$ cat config.mk
export PLATFORM = sky130hd
export DESIGN_NAME = dmaregs_bank
export DESIGN_NICKNAME = d
export VERILOG_FILES = /design/src/rtl/dmaregs_pkg.sv /design/src/rtl/dmaregs_ptr.sv /design/src/rtl/dmaregs_chan.sv /design/src/rtl/dmaregs_rdmux.sv /design/src/rtl/dmaregs_bank.sv
export SDC_FILE = /design/constraint.sdc
export NUM_CORES = 1
export LEC_CHECK = 0
export CORE_MARGIN = 2
export CORE_UTILIZATION = 57
export DETAILED_ROUTE_END_ITERATION = 6
export GPL_TIMING_DRIVEN = 0
export PLACE_DENSITY = 0.78
export SYNTH_ARGS = -nofsm -noshare
export SYNTH_HDL_FRONTEND = slang
export SYNTH_SLANG_ARGS = --single-unit
$ cat constraint.sdc
create_clock -name clk -period 3.94 [get_ports clk]
set_input_delay 0.788 -clock clk [delete_from_list [all_inputs] [get_ports clk]]
set_output_delay 0.788 -clock clk [all_outputs]
set_load 0.005 [all_outputs]
$ cat src/rtl/dmaregs_pkg.sv
package dmaregs_pkg;

   typedef enum logic {
      SEL_ADDR  = 1'b0,
      SEL_COUNT = 1'b1
   } reg_sel_e;

   typedef enum logic {
      PTR_LO = 1'b0,
      PTR_HI = 1'b1
   } byte_ptr_e;

endpackage

$ cat src/rtl/dmaregs_ptr.sv
module dmaregs_ptr
   import dmaregs_pkg::*;
(
   input  logic      clk,
   input  logic      rst_n,
   input  logic      access,
   input  logic      clear,
   output byte_ptr_e ptr
);

   always_ff @(posedge clk or negedge rst_n) begin
      if (!rst_n)
         ptr <= PTR_LO;
      else if (clear)
         ptr <= PTR_LO;
      else if (access)
         ptr <= (ptr == PTR_LO) ? PTR_HI : PTR_LO;
   end

   AST_PTR_FLIP: assert property (@(posedge clk) disable iff (!rst_n)
      access && !clear |=> ptr != $past(ptr));
   AST_PTR_HOLD: assert property (@(posedge clk) disable iff (!rst_n)
      !access && !clear |=> $stable(ptr));
   AST_PTR_CLEAR: assert property (@(posedge clk) disable iff (!rst_n)
      clear |=> ptr == PTR_LO);

endmodule

$ cat src/rtl/dmaregs_chan.sv
module dmaregs_chan
   import dmaregs_pkg::*;
#(
   parameter int WORD_W = 16,
   parameter int BYTE_W = 8,
   parameter int SHIFT  = 0,
   localparam int VAL_W = WORD_W + SHIFT
) (
   input  logic              clk,
   input  logic              rst_n,
   input  logic              wr_en,
   input  reg_sel_e          wr_sel,
   input  byte_ptr_e         wr_ptr,
   input  logic [BYTE_W-1:0] wdata,
   input  logic              done_en,
   input  logic [WORD_W-1:0] done_units,
   output logic [VAL_W-1:0]  addr_view,
   output logic [VAL_W-1:0]  cnt_view
);

   logic [WORD_W-1:0] base_addr, base_cnt;
   logic [WORD_W-1:0] base_addr_nx, base_cnt_nx;
   logic [VAL_W-1:0]  cur_addr;
   logic [WORD_W-1:0] progress;
   logic [VAL_W-1:0]  scaled_addr_nx, scaled_cnt;
   logic              reload;

   function automatic logic [WORD_W-1:0] put_byte(
      input logic [WORD_W-1:0] old,
      input logic [BYTE_W-1:0] b,
      input byte_ptr_e         p);
      logic [WORD_W-1:0] r;
      r = old;
      if (p == PTR_HI) r[WORD_W-1:BYTE_W] = b;
      else             r[BYTE_W-1:0]      = b;
      return r;
   endfunction

   always_comb begin
      base_addr_nx = base_addr;
      base_cnt_nx  = base_cnt;
      if (wr_en) begin
         if (wr_sel == SEL_COUNT) base_cnt_nx  = put_byte(base_cnt, wdata, wr_ptr);
         else                     base_addr_nx = put_byte(base_addr, wdata, wr_ptr);
      end
   end

   assign reload = wr_en && (wr_ptr == PTR_HI);

   if (SHIFT == 1) begin : g_word
      assign scaled_addr_nx = {base_addr_nx, 1'b0};
      assign scaled_cnt     = {base_cnt, 1'b0};
   end else begin : g_byte
      assign scaled_addr_nx = base_addr_nx;
      assign scaled_cnt     = base_cnt;
   end

   always_ff @(posedge clk or negedge rst_n) begin
      if (!rst_n) begin
         base_addr <= '0;
         base_cnt  <= '0;
         cur_addr  <= '0;
         progress  <= '0;
      end else begin
         base_addr <= base_addr_nx;
         base_cnt  <= base_cnt_nx;
         if (reload) begin
            cur_addr <= scaled_addr_nx;
            progress <= '0;
         end else if (done_en) begin
            progress <= done_units;
         end
      end
   end

   assign addr_view = cur_addr + VAL_W'(progress);
   assign cnt_view  = scaled_cnt - VAL_W'(progress);

   AST_RELOAD_CLEARS: assert property (@(posedge clk) disable iff (!rst_n)
      reload |=> progress == '0);
   AST_RELOAD_TRACKS_BASE: assert property (@(posedge clk) disable iff (!rst_n)
      reload |=> cur_addr == (VAL_W'(base_addr) << SHIFT));
   AST_LOW_NO_RELOAD: assert property (@(posedge clk) disable iff (!rst_n)
      wr_en && wr_ptr == PTR_LO |=> $stable(cur_addr));
   AST_DONE_LOADS: assert property (@(posedge clk) disable iff (!rst_n)
      done_en && !reload |=> progress == $past(done_units));

endmodule

$ cat src/rtl/dmaregs_rdmux.sv
module dmaregs_rdmux
   import dmaregs_pkg::*;
#(
   parameter int NUM_CH = 4,
   parameter int WORD_W = 16,
   parameter int BYTE_W = 8,
   parameter int SHIFT  = 0,
   localparam int VAL_W = WORD_W + SHIFT,
   localparam int CH_W  = $clog2(NUM_CH)
) (
   input  logic [NUM_CH-1:0][VAL_W-1:0] addr_views,
   input  logic [NUM_CH-1:0][VAL_W-1:0] cnt_views,
   input  logic                         rd_en,
   input  logic [CH_W-1:0]              chan,
   input  reg_sel_e                     sel,
   input  byte_ptr_e                    ptr,
   output logic [BYTE_W-1:0]            rdata
);

   logic [VAL_W-1:0]  val;
   logic [WORD_W-1:0] aligned;

   assign val = (sel == SEL_COUNT) ? cnt_views[chan] : addr_views[chan];

   if (SHIFT == 1) begin : g_word
      assign aligned = val[VAL_W-1:1];
   end else begin : g_byte
      assign aligned = val;
   end

   always_comb begin
      rdata = '0;
      if (rd_en)
         rdata = (ptr == PTR_HI) ? aligned[WORD_W-1:BYTE_W] : aligned[BYTE_W-1:0];
   end

endmodule

$ cat src/rtl/dmaregs_bank.sv
module dmaregs_bank
   import dmaregs_pkg::*;
#(
   parameter int NUM_CH     = 4,
   parameter int WORD_W     = 16,
   parameter int BYTE_W     = 8,
   parameter int WIDE_SHIFT = 0,
   localparam int CH_W      = $clog2(NUM_CH),
   localparam int IDX_W     = CH_W + 1,
   localparam int VAL_W     = WORD_W + WIDE_SHIFT
) (
   input  logic              clk,
   input  logic              rst_n,
   input  logic              port_wr,
   input  logic              port_rd,
   input  logic [IDX_W-1:0]  port_idx,
   input  logic [BYTE_W-1:0] wdata,
   input  logic              ptr_clr,
   input  logic              xfer_done,
   input  logic [CH_W-1:0]   xfer_chan,
   input  logic [WORD_W-1:0] xfer_units,
   output logic [BYTE_W-1:0] rdata
);

   if (WORD_W != 2 * BYTE_W) begin : g_bad_width
      $error("dmaregs_bank: WORD_W must be twice BYTE_W");
   end
   if (WIDE_SHIFT != 0 && WIDE_SHIFT != 1) begin : g_bad_shift
      $error("dmaregs_bank: WIDE_SHIFT must be 0 or 1");
   end
   if ((1 << CH_W) != NUM_CH) begin : g_bad_chan
      $error("dmaregs_bank: NUM_CH must be a power of two");
   end

   byte_ptr_e                    ptr;
   logic [CH_W-1:0]              chan;
   reg_sel_e                     sel;
   logic [NUM_CH-1:0][VAL_W-1:0] addr_views;
   logic [NUM_CH-1:0][VAL_W-1:0] cnt_views;

   assign chan = port_idx[IDX_W-1:1];
   assign sel  = reg_sel_e'(port_idx[0]);

   dmaregs_ptr u_ptr (
      .clk    (clk),
      .rst_n  (rst_n),
      .access (port_wr | port_rd),
      .clear  (ptr_clr),
      .ptr    (ptr)
   );

   for (genvar i = 0; i < NUM_CH; i++) begin : g_chan
      dmaregs_chan #(
         .WORD_W (WORD_W),
         .BYTE_W (BYTE_W),
         .SHIFT  (WIDE_SHIFT)
      ) u_chan (
         .clk        (clk),
         .rst_n      (rst_n),
         .wr_en      (port_wr && chan == CH_W'(i)),
         .wr_sel     (sel),
         .wr_ptr     (ptr),
         .wdata      (wdata),
         .done_en    (xfer_done && xfer_chan == CH_W'(i)),
         .done_units (xfer_units),
         .addr_view  (addr_views[i]),
         .cnt_view   (cnt_views[i])
      );
   end

   dmaregs_rdmux #(
      .NUM_CH (NUM_CH),
      .WORD_W (WORD_W),
      .BYTE_W (BYTE_W),
      .SHIFT  (WIDE_SHIFT)
   ) u_rdmux (
      .addr_views (addr_views),
      .cnt_views  (cnt_views),
      .rd_en      (port_rd),
      .chan       (chan),
      .sel        (sel),
      .ptr        (ptr),
      .rdata      (rdata)
   );

   AST_IDLE_READ_ZERO: assert property (@(posedge clk) disable iff (!rst_n)
      !port_rd |-> rdata == '0);

endmodule

# Word-level counts from Yosys, hierarchy flattened
# Index checks and enable logic that the tools add are counted.
word_totals:
  register_bits: 257
  in_bits: 35
  out_inout_bits: 8
  wordCells: 99
classes:
  add_sub_neg: 8
  order_cmp: 1
  n_eq_ne: 6
  mux: 34
  bitwise: 2
  reduce_logical: 27
ops:
  columns: ["cell", "count"]
  rows:
  - ["two-way mux 16 bit", 19]
  - ["two-way mux 8 bit", 10]
  - ["adder 16 bit", 4]
  - ["binary-select mux 16 bit (select 2 bit)", 2]
  - ["subtractor 16 bit", 4]
  - ["AND reduction 3 bit", 8]
  - ["logical AND 1 bit", 12]
  - ["nonzero test 2 bit", 5]
  - ["== test 2 bit, second input constant", 4]
  - ["== test 2 x 1 -> 1 bit, second input constant", 2]
  - ["zero test 2 bit", 2]
  - ["< comparator 2 x 3 -> 1 bit, second input constant", 1]
  - ["two-way mux 1 bit", 3]
  - ["inverter 1 bit", 1]
  - ["bitwise OR 1 bit", 1]

# Logic depth before layout (Yosys ltp)
# Gate-level depths: netlist (run 1).
depth:
  word_depth: 6
  mapped_depth: 12

# By module
# From an unflattened synthesis (run 1), not the netlist that was laid out.
unflattened:
  cells_unflattened: 1743
  area_unflattened_um2: 17571.9
modules_own_cells:
  columns: ["mod", "n_inst", "cells_each", "area_each_um2"]
  rows:
  - ["dmaregs_chan (g_chan[1].u_chan ...)", 2, 403, 4066.4]
  - ["dmaregs_chan (g_chan[3].u_chan)", 1, 395, 4107.7]
  - ["dmaregs_chan (g_chan[0].u_chan)", 1, 398, 4038.9]
  - ["dmaregs_rdmux", 1, 132, 1174.9]
  - ["dmaregs_bank", 1, 9, 80.1]
  - ["dmaregs_ptr", 1, 3, 37.5]

# Least setup slack after synthesis (run 1)
# Ideal clock, no wire load.
synth_path:
  kind: "register -> output"
  startpoint: "register g_chan[3].u_chan.progress[1]"
  endpoint: "output port rdata[7]"
  arrival_ps: 2778
  required_ps: 3152
  setup_slack_ps: 374
  stages_incl_launch_ff: 12
  n_path_buf: 0
  cell_sequence: "dfrtp_1 > inv_1 > ha_1 > nor2b_1 > o31a_1 > or2_1 > or3_1 > a31oi_1 > xor2_1 > mux4_2 > a21o_1 > a211oi_1"
synth_via:
  elab_chain_cells: 6
synth_lines:
  columns: ["element", "line_no", "source"]
  rows:
  - ["start: declaration", "dmaregs_chan.sv:24", "logic [WORD_W-1:0] progress;"]
  - ["start signal: assignment", "dmaregs_chan.sv:71", "progress <= done_units;"]
  - ["adder 16 bit / subtractor 16 bit (equally long branches)", "dmaregs_chan.sv:76, dmaregs_chan.sv:77", null]
  - ["binary-select mux 16 bit (select 2 bit)", "dmaregs_rdmux.sv:23", "assign val = (sel == SEL_COUNT) ? cnt_views[chan] : addr_views[chan];"]
  - ["two-way mux 16 bit (not written as such)", "dmaregs_rdmux.sv:23", null]
  - ["two-way mux 16 bit *", "dmaregs_rdmux.sv:23", null]
  - ["two-way mux 8 bit *", "dmaregs_rdmux.sv:34", "rdata = (ptr == PTR_HI) ? aligned[WORD_W-1:BYTE_W] : aligned[BYTE_W-1:0];"]
  - ["two-way mux 8 bit *", "dmaregs_rdmux.sv:33", "if (rd_en)"]
  - ["end: declaration", "dmaregs_bank.sv:22", "output logic [BYTE_W-1:0] rdata"]
# Mark *: on every way between the ends. The rest lies on a longest branch, timed or not. The select of a mux whose other input is x is not followed.

# Worst setup path after layout (run 1)
layout_path:
  startpoint: "register g_chan[2].u_chan.base_cnt[0]"
  endpoint: "output port rdata[6]"
layout_via:
  elab_chain_cells: 6
layout_lines:
  columns: ["element", "line_no", "source"]
  rows:
  - ["start: declaration", "dmaregs_chan.sv:21", "logic [WORD_W-1:0] base_addr, base_cnt;"]
  - ["start signal: assignment", "dmaregs_chan.sv:66", "base_cnt <= base_cnt_nx;"]
  - ["subtractor 16 bit", "dmaregs_chan.sv:77", "assign cnt_view = scaled_cnt - VAL_W'(progress);"]
  - ["binary-select mux 16 bit (select 2 bit)", "dmaregs_rdmux.sv:23", null]
  - ["two-way mux 16 bit (not written as such)", "dmaregs_rdmux.sv:23", null]
  - ["two-way mux 16 bit", "dmaregs_rdmux.sv:23", null]
  - ["two-way mux 8 bit", "dmaregs_rdmux.sv:34", null]
  - ["two-way mux 8 bit", "dmaregs_rdmux.sv:33", null]
# Every way passes these cells. The select of a mux whose other input is x is not followed.

==> results of run 1 <==
==> Yosys cell counts (all sizes together) (9+ instances only) <==
cell type	n	share of area
nand2	269	0.062
dfrtp	257	0.40
mux2	157	0.11
a21oi	136	0.042
ha	124	0.095
inv	84	0.019
nor2	74	0.017
o21ai	68	0.021
clkbuf	47	0.011
xor2	46	0.025
xnor2	44	0.024
nor3	37	0.012
o21a	32	0.015
nand3	31	0.0095
a21o	28	0.013
nor2b	23	0.0093
or3	20	0.0077
a211oi	17	0.0078
a31oi	13	0.0059
o31a	13	0.0070
mux4	12	0.017
nand2b	12	0.0046
o211ai	11	0.0051
o31ai	11	0.0051
and3	10	0.0038
or2	9	0.0035
==> layer usage <==
layer  GRT usage  vias to the layer above
met3      0.0438                      170
met1       0.469                     6680
met2       0.522                      593
li1            -                     6200
met5           0                        -
met4       0.184                        2
==> cells in the final DEF (no fill, tap or decap), types with 12 or more instances in the layout <==
master             n
clkbuf_16         29
xnor2_1           43
o31a_1            13
mux4_2            12
inv_1             76
a21oi_1          128
dfrtp_1          254
buf_4             28
mux2_2           153
o21ai_1           14
nor2b_1           19
ha_1             113
nor3_1            33
nand2_1          269
o21ai_0           53
nand2b_1          12
o21a_1            32
clkdlybuf4s50_1   28
a21o_1            28
clkbuf_1          49
nand3_1           31
nor2_1            73
or3_1             19
xor2_1            44
==> cell families after synthesis <==
logic type,count (synthesis),synth area share
xor gates and xnor gates,90,0.0484
muxes,177,0.130
adders and majority gates,132,0.105
and+or+nand+nor,506,0.139
DFF,257,0.395
buffers and inverters,137,0.0318
AOI/OAI and AO/OA,384,0.151
==> registers in the layout, summed over array words and instances (netlist names) <==
register / flops
u_ptr.ptr: 1
g_chan.u_chan.base_addr: 64
g_chan.u_chan.cur_addr: 64
g_chan.u_chan.progress: 64
g_chan.u_chan.base_cnt: 64
==> final cells by class <==
| cell class | count | area (µm²) |
|---|---|---|
| clock inverters | 6 | 83.8 |
| repair buffers | 70 | 642 |
| clock buffers | 40 | 837 |
| well taps | 378 | 473 |
| inverters | 84 | 315 |
| plain buffers | 53 | 204 |
| fillers | 2234 | 9190 |
| multi-input cells | 1289 | 9750 |
| flip-flops and latches | 257 | 6430 |
| diodes | 1 | 2.50 |
==> metrics by stage <==
step | power (mW) | instance area [µm²] | hold WS, ns | instances
finish | 12.3 | 18700 | 0.167 | 2178
global route | 13.0 | 18700 | 0.210 | 2177
CTS | 12.1 | 18600 | 0.181 | 2174
detailed placement | 9.01 | 17200 | 0.468 | 2100
global placement | 8.83 | 17100 | 0.467 | 2098
floorplan | 7.50 | 16300 | 0.450 | 1683
==> worst max path at each step <==
stage,startpoint,endpoint,slack (ns)
finish,g_chan[2].u_chan.base_cnt[0]$_DFFE_PN0P_,rdata[6],-0.54
floorplan,g_chan[3].u_chan.progress[1]$_DFFE_PN0P_,rdata[7],0.37
global route,g_chan[2].u_chan.base_cnt[0]$_DFFE_PN0P_,rdata[6],-0.66
global placement,rst_n,g_chan[2].u_chan.base_addr[12]$_DFF_PN0_,-8.86
detailed placement,port_idx[2],rdata[5],-0.68
CTS,g_chan[2].u_chan.progress[0]$_DFFE_PN0P_,rdata[6],-0.50
==> worst register-to-register path: stages (launching register included) <==
cell,delay (ns)
dfrtp_1,0.34
clkbuf_1,0.39
nand2_1,0.28
nor2_1,0.71
clkbuf_1,0.54
buf_1,0.64
a21oi_1,0.11
==> power by group <==
part / internal (mW) / leakage [nW] / switching (mW) / total [mW]
combinational: 2.62 / 4.81 / 3.22 / 5.84
sequential: 3.33 / 3.24 / 0.431 / 3.76
clock: 1.59 / 0.457 / 1.12 / 2.71
==> what timing repair did <==
action	CTS	global route
pin swaps	48	17
hold endpoints to repair	0	0
setup endpoints to repair	8	8
setup buffers	28	3
hold buffers	0	0
gates resized for setup	102	15
==> impl_metrics.yaml, run 1 <==
run_status:
  status: "finished with violations"
  violations: "negative setup slack"
final_layout:
  areaGrowthSynthToFinish_pct: 15.2
  drive_gt1_frac: 0.190
  nNetsFinal: 1951
  finish.utilization: 0.671
pwr:
  ir_drop_v: 0.000437
  p_leak_nw: 8.50
  power_density_nw_per_um2: 657
clocking:
  clock_path_buffers: 3
  cts_root_buf: "clkbuf_16"
  clk-insertion-delay-late_ns: 0.56
  cts_tree: "built"
  htree_levels: 1
  cts.sinks: 257
  cts.reportedPaths.clkPinSlew_ns: 0.06
  cts_buffers: 29
placed_design:
  io_buffers: 37
  hpwl_um: 37800
  place_ws_ns: -0.683
  gp_congestion: 0.975
setup_path:
  cp.arrival_ns: 3.69
  start_kind: "flop"
  crit_chain: "inv_2 -> ha_2 -> fa_2 -> nor2b_4 -> o31a_1 -> o21a_1 -> o41a_4 -> a31oi_4 -> buf_6 -> mux2i_1 -> or3_4 -> a211o_1 -> o2111a_1 -> buf_2"
  slowest_stage: "o41a_4"
  reg2reg_depth: 6
  cp-end-kind: "output pin"
  rrSetupSlack_ns: 0.78
  path_depth: 14
  critPathBufInv: 3
  worst_ep_required_time_ns: 3.15
  crit_type: "reg2out"
  crit_family: "compound AO/OA/AOI/OAI gates"
  timing.rr.start: "u_ptr.ptr$_DFFE_PN0P_"
  path_max_fanout: 3
  cpPeakStageDelay_ns: 0.40
  r2r-end: "g_chan[1].u_chan.progress[0]$_DFFE_PN0P_"
drt:
  vias_per_cell: 6.26
  dr_wl_met2_um: 22500
  drt_pre_antenna_iters: 5
  drt_iter0_markers: 1233
  met1_length_um: 21800
  finalWirelength_um: 51200
  wl_per_cell_um: 23.5
  via_count: 13600
  met3_length_um: 3690
  drc: 0
  dr.max_layer_used: "met5"
  route.antenna.remaining_nets: 0
job:
  drv_cap: 0
timing:
  hold_violations: 0
  max_slew_margin: 0.247
  tns_ns: -3.38
  slew_violations: 0
  setup_viol: 8
  worst_slack_ns: -0.536
  fin_crit_sh: 1.14
  rsz0062_at_grt: "true"
  fin_crit_ns: 4.48
  clock.fmax_ghz: 0.223
  tightest_slew_ns: 1.13
  finClkSkew_ns: 0.0169
global_routing:
  grt_pass1_wl_um: 77800
  grt_max_degree: 106
  grt_overflow: 0
  grt_pass1_vias: 13500
  grt_usage: 0.340
  antenna_found_initial: 1
hold_path:
  hp-class: "in2async"
synth:
  synth_area_um2: 16300
  syn_area_per_cell_um2: 9.67
  ys_ff_latch: 257
  synth_edf_count: 0
  yosysSeqAreaShare: 0.395
  synth-main-ff-cell: "dfrtp_1"
  syn_nets: 1850
  synth.distinct_cells: 70
  synthCells: 1683
  yosysWarnings: 0
  postSynth.asyncResetShare: 1.00
die:
  dieArea_um2: 29900
  die_y_um: 173
  fp.coreArea_um2: 27900
  die_width_um: 173
  rows: 61
  start_util: 0.583
  ios: 43
(Power assumes the default switching activity.)
==> inputs of run 2 (changes only) <==
--- a/config.mk
+++ b/config.mk
@@ -8,8 +8,10 @@
 export CORE_MARGIN = 2
 export CORE_UTILIZATION = 57
 export DETAILED_ROUTE_END_ITERATION = 6
+export GPL_ROUTABILITY_DRIVEN = 0
 export GPL_TIMING_DRIVEN = 0
 export PLACE_DENSITY = 0.78
+export SLEW_MARGIN = 20
 export SYNTH_ARGS = -nofsm -noshare
 export SYNTH_HDL_FRONTEND = slang
 export SYNTH_SLANG_ARGS = --single-unit
==> impl_metrics.yaml, run 2 (synthesis results as in run 1) <==
run_status:
  status: "finished with violations"
  violations: "negative setup slack"
die:
  start_util: 0.583
  die_width_um: 173
  dieArea_um2: 29900
  rows: 61
  ios: 43
  fp.coreArea_um2: 27900
  die_y_um: 173
pwr:
  ir_drop_v: 0.000478
  power_density_nw_per_um2: 663
  p_leak_nw: 8.61
timing:
  max_slew_margin: 0.281
  fin_crit_sh: 1.15
  finClkSkew_ns: 0.0124
  slew_violations: 0
  fin_crit_ns: 4.53
  worst_slack_ns: -0.591
  setup_viol: 8
  tightest_slew_ns: 1.08
  clock.fmax_ghz: 0.221
  hold_violations: 0
  rsz0062_at_grt: "true"
setup_path:
  cp-end-kind: "output pin"
  cp.arrival_ns: 3.74
  crit_type: "reg2out"
  rrSetupSlack_ns: 0.90
  path_max_fanout: 3
  worst_ep_required_time_ns: 3.15
  crit_start: "g_chan[2].u_chan.base_cnt[0]$_DFFE_PN0P_"
  start_kind: "flop"
  timing.rr.start: "u_ptr.ptr$_DFFE_PN0P_"
clocking:
  clock_path_buffers: 3
  cts_buffers: 28
  cts_tree: "built"
  htree_levels: 1
  hold_buffers: 0
  cts.reportedPaths.clkPinSlew_ns: 0.06
  cts.sinks: 257
  clk-insertion-delay-late_ns: 0.56
  cts_root_buf: "clkbuf_16"
final_layout:
  final_cell_mix: "269 x nand2_1, 253 x dfrtp_1, 153 x mux2_2"
  areaGrowthSynthToFinish_pct: 17.1
  layout_commonest_cell: "nand2_1"
  drive_gt1_frac: 0.210
  stdcell_count: 2195
  multi_input_area_um2: 9910
  seqCellArea_um2: 6440
  design_area_um2: 19100
  fill_cells: 2105
  nNetsFinal: 1964
job:
  drv_cap: 0
hold_path:
  hp-class: "in2async"
placed_design:
  place_ws_ns: -0.639
  dp.cells: 2100
  hpwl_um: 36200
  io_buffers: 37
  placed_cell_area_um2: 17200
global_routing:
  antenna_found_initial: 2
  grt_usage: 0.330
  grt_pass1_vias: 13600
  grt_pass1_wl_um: 75900
  grt_max_degree: 96
  grt_overflow: 0
drt:
  drt_pre_antenna_iters: 6
  route.antenna.remaining_nets: 0
  via_count: 14000
  drc: 0
  finalWirelength_um: 51100
  drt_iter0_markers: 1430
  wl_per_cell_um: 23.3
  vias_per_cell: 6.37
==> run 2: cell types whose count changed in the layout (fill, tap and decap cells not counted), moves of 3 or more <==
cell / before / now
buf_4: 28 / 38
buf_6: 3 / 7
clkbuf_1: 49 / 53
clkbuf_8: 7 / 3
ha_4: 7 / 11
o21ai_2: 1 / 5
a211oi_1: 7 / 4
inv_1: 76 / 73
inv_2: 8 / 11
nor2b_1: 19 / 16
o21ai_1: 14 / 11
==> run 2: timing repair <==
item | in CTS | in global routing
gates resized for setup | 115 | 46
buffers inserted | 32 | 16
endpoints found under the setup margin | 8 | 8
pin swaps | 59 | 49
==> run 2: power breakdown <==
part / internal (mW) / leakage [nW] / switching (mW)
registers: 3.33 / 3.23 / 0.450
logic: 2.74 / 4.92 / 3.34
clock network: 1.66 / 0.464 / 1.10
total: 7.73 / 8.61 / 4.89
==> run 2: per-layer routing <==
layer / track usage / wire length [µm] / vias up / share of wire
li1: - / - / 6213 / -
met1: 0.437 / 20200 / 6777 / 0.40
met2: 0.495 / 22000 / 752 / 0.43
met3: 0.0710 / 4810 / 238 / 0.094
met4: 0.206 / 3940 / 4 / 0.077
met5: 0 / 34 / - / 0.00067
==> run 2: path summary, 6_finish.rpt <==
| kind | end | cells past startpoint |
|---|---|---|
| min reg2reg | g_chan[1].u_chan.base_addr[0]$_DFF_PN0_ | 1 |
| max in group asynchronous | g_chan[2].u_chan.progress[9]$_DFFE_PN0P_ | 2 |
| max reg2reg | g_chan[1].u_chan.cur_addr[12]$_DFFE_PN0P_ | 7 |
| min | g_chan[0].u_chan.base_addr[2]$_DFF_PN0_ | 1 |
| min in group clk | g_chan[1].u_chan.base_addr[0]$_DFF_PN0_ | 1 |
| max | rdata[6] | 14 |
==> run 2: critical path, stage by stage (launching register included) <==
cell and delay (ns):
dfrtp_1 0.37, inv_2 0.09, ha_4 0.14, fa_2 0.23
nor2b_4 0.05, o31a_1 0.26, o21a_1 0.21, o41a_4 0.40
a31oi_4 0.26, buf_6 0.13, mux2i_1 0.06, or3_4 0.40
a211o_1 0.28, o2111a_1 0.16, buf_2 0.14
==> run 2: area by class of cell <==
cell class / instances / share of cell area
flip-flops and latches: 257 / 0.338
repair buffers: 84 / 0.0396
clock inverters: 10 / 0.00841
well taps: 378 / 0.0248
multi-input cells: 1289 / 0.520
plain buffers: 53 / 0.0106
clock buffers: 39 / 0.0416
inverters: 84 / 0.0165
diodes: 1 / 0.000131
==> run 2: per-stage QoR <==
stage,power (mW),hold WS [ns],util,setup TNS (ns)
floorplan,7.50,0.450,-,0
global placement,8.75,0.471,0.613,-2253.74
detailed placement,8.96,0.470,0.615,-3.51
CTS,12.2,0.212,0.671,-2.63
global route,13.3,0.230,0.682,-3.74
finish,12.6,0.187,0.682,-3.31
==> inputs of run 3 (changes only) <==
--- a/config.mk
+++ b/config.mk
@@ -5,12 +5,15 @@
 export SDC_FILE = /design/constraint.sdc
 export NUM_CORES = 1
 export LEC_CHECK = 0
+export CELL_PAD_IN_SITES_DETAIL_PLACEMENT = 2
+export CELL_PAD_IN_SITES_GLOBAL_PLACEMENT = 2
+export CORE_ASPECT_RATIO = 0.7
 export CORE_MARGIN = 2
-export CORE_UTILIZATION = 57
+export CORE_UTILIZATION = 41
 export DETAILED_ROUTE_END_ITERATION = 6
 export GPL_ROUTABILITY_DRIVEN = 0
 export GPL_TIMING_DRIVEN = 0
-export PLACE_DENSITY = 0.78
+export PLACE_DENSITY = 0.85
 export SLEW_MARGIN = 20
 export SYNTH_ARGS = -nofsm -noshare
 export SYNTH_HDL_FRONTEND = slang
==> impl_metrics.yaml, run 3 (synthesis results as in run 1) <==
timing:
  max_slew_margin: 0.211
  tns_ns: -5.48
  slew_violations: 0
  hold_violations: 0
  fin_crit_sh: 1.19
  finClkSkew_ns: 0.0146
  tightest_slew_ns: 1.18
  clock.fmax_ghz: 0.214
  fin_crit_ns: 4.68
  rsz0062_at_grt: "true"
  worst_slack_ns: -0.743
  setup_viol: 22
final_layout:
  final_cell_mix: "268 x nand2_1, 250 x dfrtp_1, 153 x mux2_2"
  areaGrowthSynthToFinish_pct: 20.0
  drive_gt1_frac: 0.230
  fill_cells: 4096
  multi_input_area_um2: 10100
  stdcell_count: 2357
  nNetsFinal: 1972
  seqCellArea_um2: 6440
  layout_commonest_cell: "nand2_1"
global_routing:
  grt_overflow: 0
  grt_pass1_wl_um: 106000
  grt_pass1_vias: 16300
  grt_max_degree: 73
  busiest_layer: "met2"
  antenna_found_initial: 4
  use_met3: 0.0693
  use_met2: 0.546
  grt_usage: 0.345
  use_met1: 0.455
drt:
  vias_per_cell: 6.21
  drc: 0
  drt_pre_antenna_iters: 5
  via_count: 14600
  route.antenna.remaining_nets: 0
  finalWirelength_um: 71900
  drt_iter0_markers: 1062
  wl_per_cell_um: 30.5
clocking:
  cts_tree: "built"
  cts_root_buf: "clkbuf_16"
  cts_buffers: 29
  clk-insertion-delay-late_ns: 0.58
  htree_levels: 1
  clock_path_buffers: 3
  cts.reportedPaths.clkPinSlew_ns: 0.06
  cts.sinks: 257
pwr:
  power_frac_seq: 0.281
  power_density_nw_per_um2: 694
  power.share.clock: 0.209
  power_frac_comb: 0.509
  p_leak_nw: 8.70
  sw_frac_of_total: 0.420
  ir_drop_v: 0.000471
  p_total_mw: 13.6
  switching_power_mw: 5.68
  p_int_mw: 7.87
setup_path:
  start_kind: "flop"
  cp-end-kind: "output pin"
  slowest_stage: "dfrtp_2"
  cp.arrival_ns: 3.89
  crit_chain: "ha_2 -> inv_1 -> fa_1 -> nor2b_2 -> o21ai_2 -> a21o_1 -> a21oi_4 -> a211oi_2 -> a21oi_1 -> xnor2_1 -> a221oi_1 -> o2111a_1 -> buf_2"
  reg2reg_depth: 7
  timing.rr.start: "u_ptr.ptr$_DFFE_PN0P_"
  crit_type: "reg2out"
  r2r-end: "g_chan[3].u_chan.cur_addr[13]$_DFFE_PN0P_"
  cpPeakStageDelay_ns: 0.45
  path_max_fanout: 4
  rrSetupSlack_ns: 0.44
  worst_ep_required_time_ns: 3.15
placed_design:
  io_buffers: 37
  dp.cells: 2258
  hpwl_um: 50100
  place_ws_ns: -1.08
job:
  drv_cap: 0
die:
  die_y_um: 171
  dieArea_um2: 41300
  fp.coreArea_um2: 39500
  ios: 43
  die_width_um: 242
  start_util: 0.412
  rows: 61
hold_path:
  hp-class: "in2async"
run_status:
  status: "finished with violations"
  violations: "negative setup slack"
[run 3: cell types whose count changed in the layout (fill, tap and decap cells not counted), moves of 4 or more]
cell and change:
buf_4 +9, clkbuf_1 -6, nor2_2 +5, o21ai_0 -5, o21ai_1 +5, a21oi_4 +4
clkbuf_2 +4, nor2_1 -4
[run 3: power by group through the flow]
stage | logic, mW | registers (mW) | clock network [mW]
finish | 6.90 | 3.81 | 2.84
global route | 7.31 | 3.89 | 2.97
CTS | 6.31 | 3.78 | 2.86
detailed placement | 5.62 | 3.80 | 0
global placement | 5.23 | 3.76 | 0
floorplan | 3.87 | 3.63 | 0
[run 3: final cells by class]
cell class,instances,share of cell area
Antenna cell,2,0.000256
Buffer,53,0.0106
Clock buffer,40,0.0423
Clock inverter,6,0.00557
Inverter,84,0.0161
Multi-Input combinational cell,1289,0.519
Sequential cell,257,0.330
Tap cell,535,0.0343
Timing Repair Buffer,91,0.0423
[run 3: critical path: cells and delay by family, from the launching register on]
kind            cells  cell delay [ns]
compound gates      7             1.76
buf+inv             2             0.27
flops               1             0.45
xor+xnor            1             0.18
fa+ha+maj           2             0.58
simple gates        1             0.08
[run 3: metal layers]
layer / share of wire / vias to the layer above
met1: 0.43 / 7703
met5: 0 / -
met4: 0.051 / 0
li1: - / 6209
met3: 0.071 / 184
met2: 0.45 / 537
[run 3: repair_timing]
| item | CTS | global route |
|---|---|---|
| gates cloned | 0 | 0 |
| pin swaps | 60 | 38 |
| gates resized for setup | 157 | 47 |
| buffers inserted | 35 | 16 |
| setup endpoints to repair | 8 | 42 |
| hold endpoints to repair | 0 | 0 |
| hold buffers | 0 | 0 |
[run 3: worst max-delay path by stage]
stage	start	end	slack, ns	cells past startpoint
finish	g_chan[3].u_chan.progress[0]$_DFFE_PN0P_	rdata[6]	-0.74	13
global route	g_chan[3].u_chan.progress[0]$_DFFE_PN0P_	rdata[6]	-0.77	13
CTS	g_chan[2].u_chan.base_cnt[0]$_DFFE_PN0P_	rdata[6]	-0.73	13
detailed placement	g_chan[0].u_chan.progress[1]$_DFFE_PN0P_	rdata[7]	-1.08	12
global placement	rst_n	g_chan[2].u_chan.cur_addr[3]$_DFFE_PN0P_	-9.33	1
floorplan	g_chan[3].u_chan.progress[1]$_DFFE_PN0P_	rdata[7]	0.37	11
[run 3: stage by stage]
step | instance area (µm²) | utilization | hold WS (ns)
3_5_place_dp | 17400 | 0.441 | 0.471
2_1_floorplan | 16300 | - | 0.450
6_report | 19500 | 0.495 | 0.137
4_1_cts | 19200 | 0.487 | 0.156
3_3_place_gp | 17300 | 0.439 | 0.471
5_1_grt | 19500 | 0.495 | 0.169
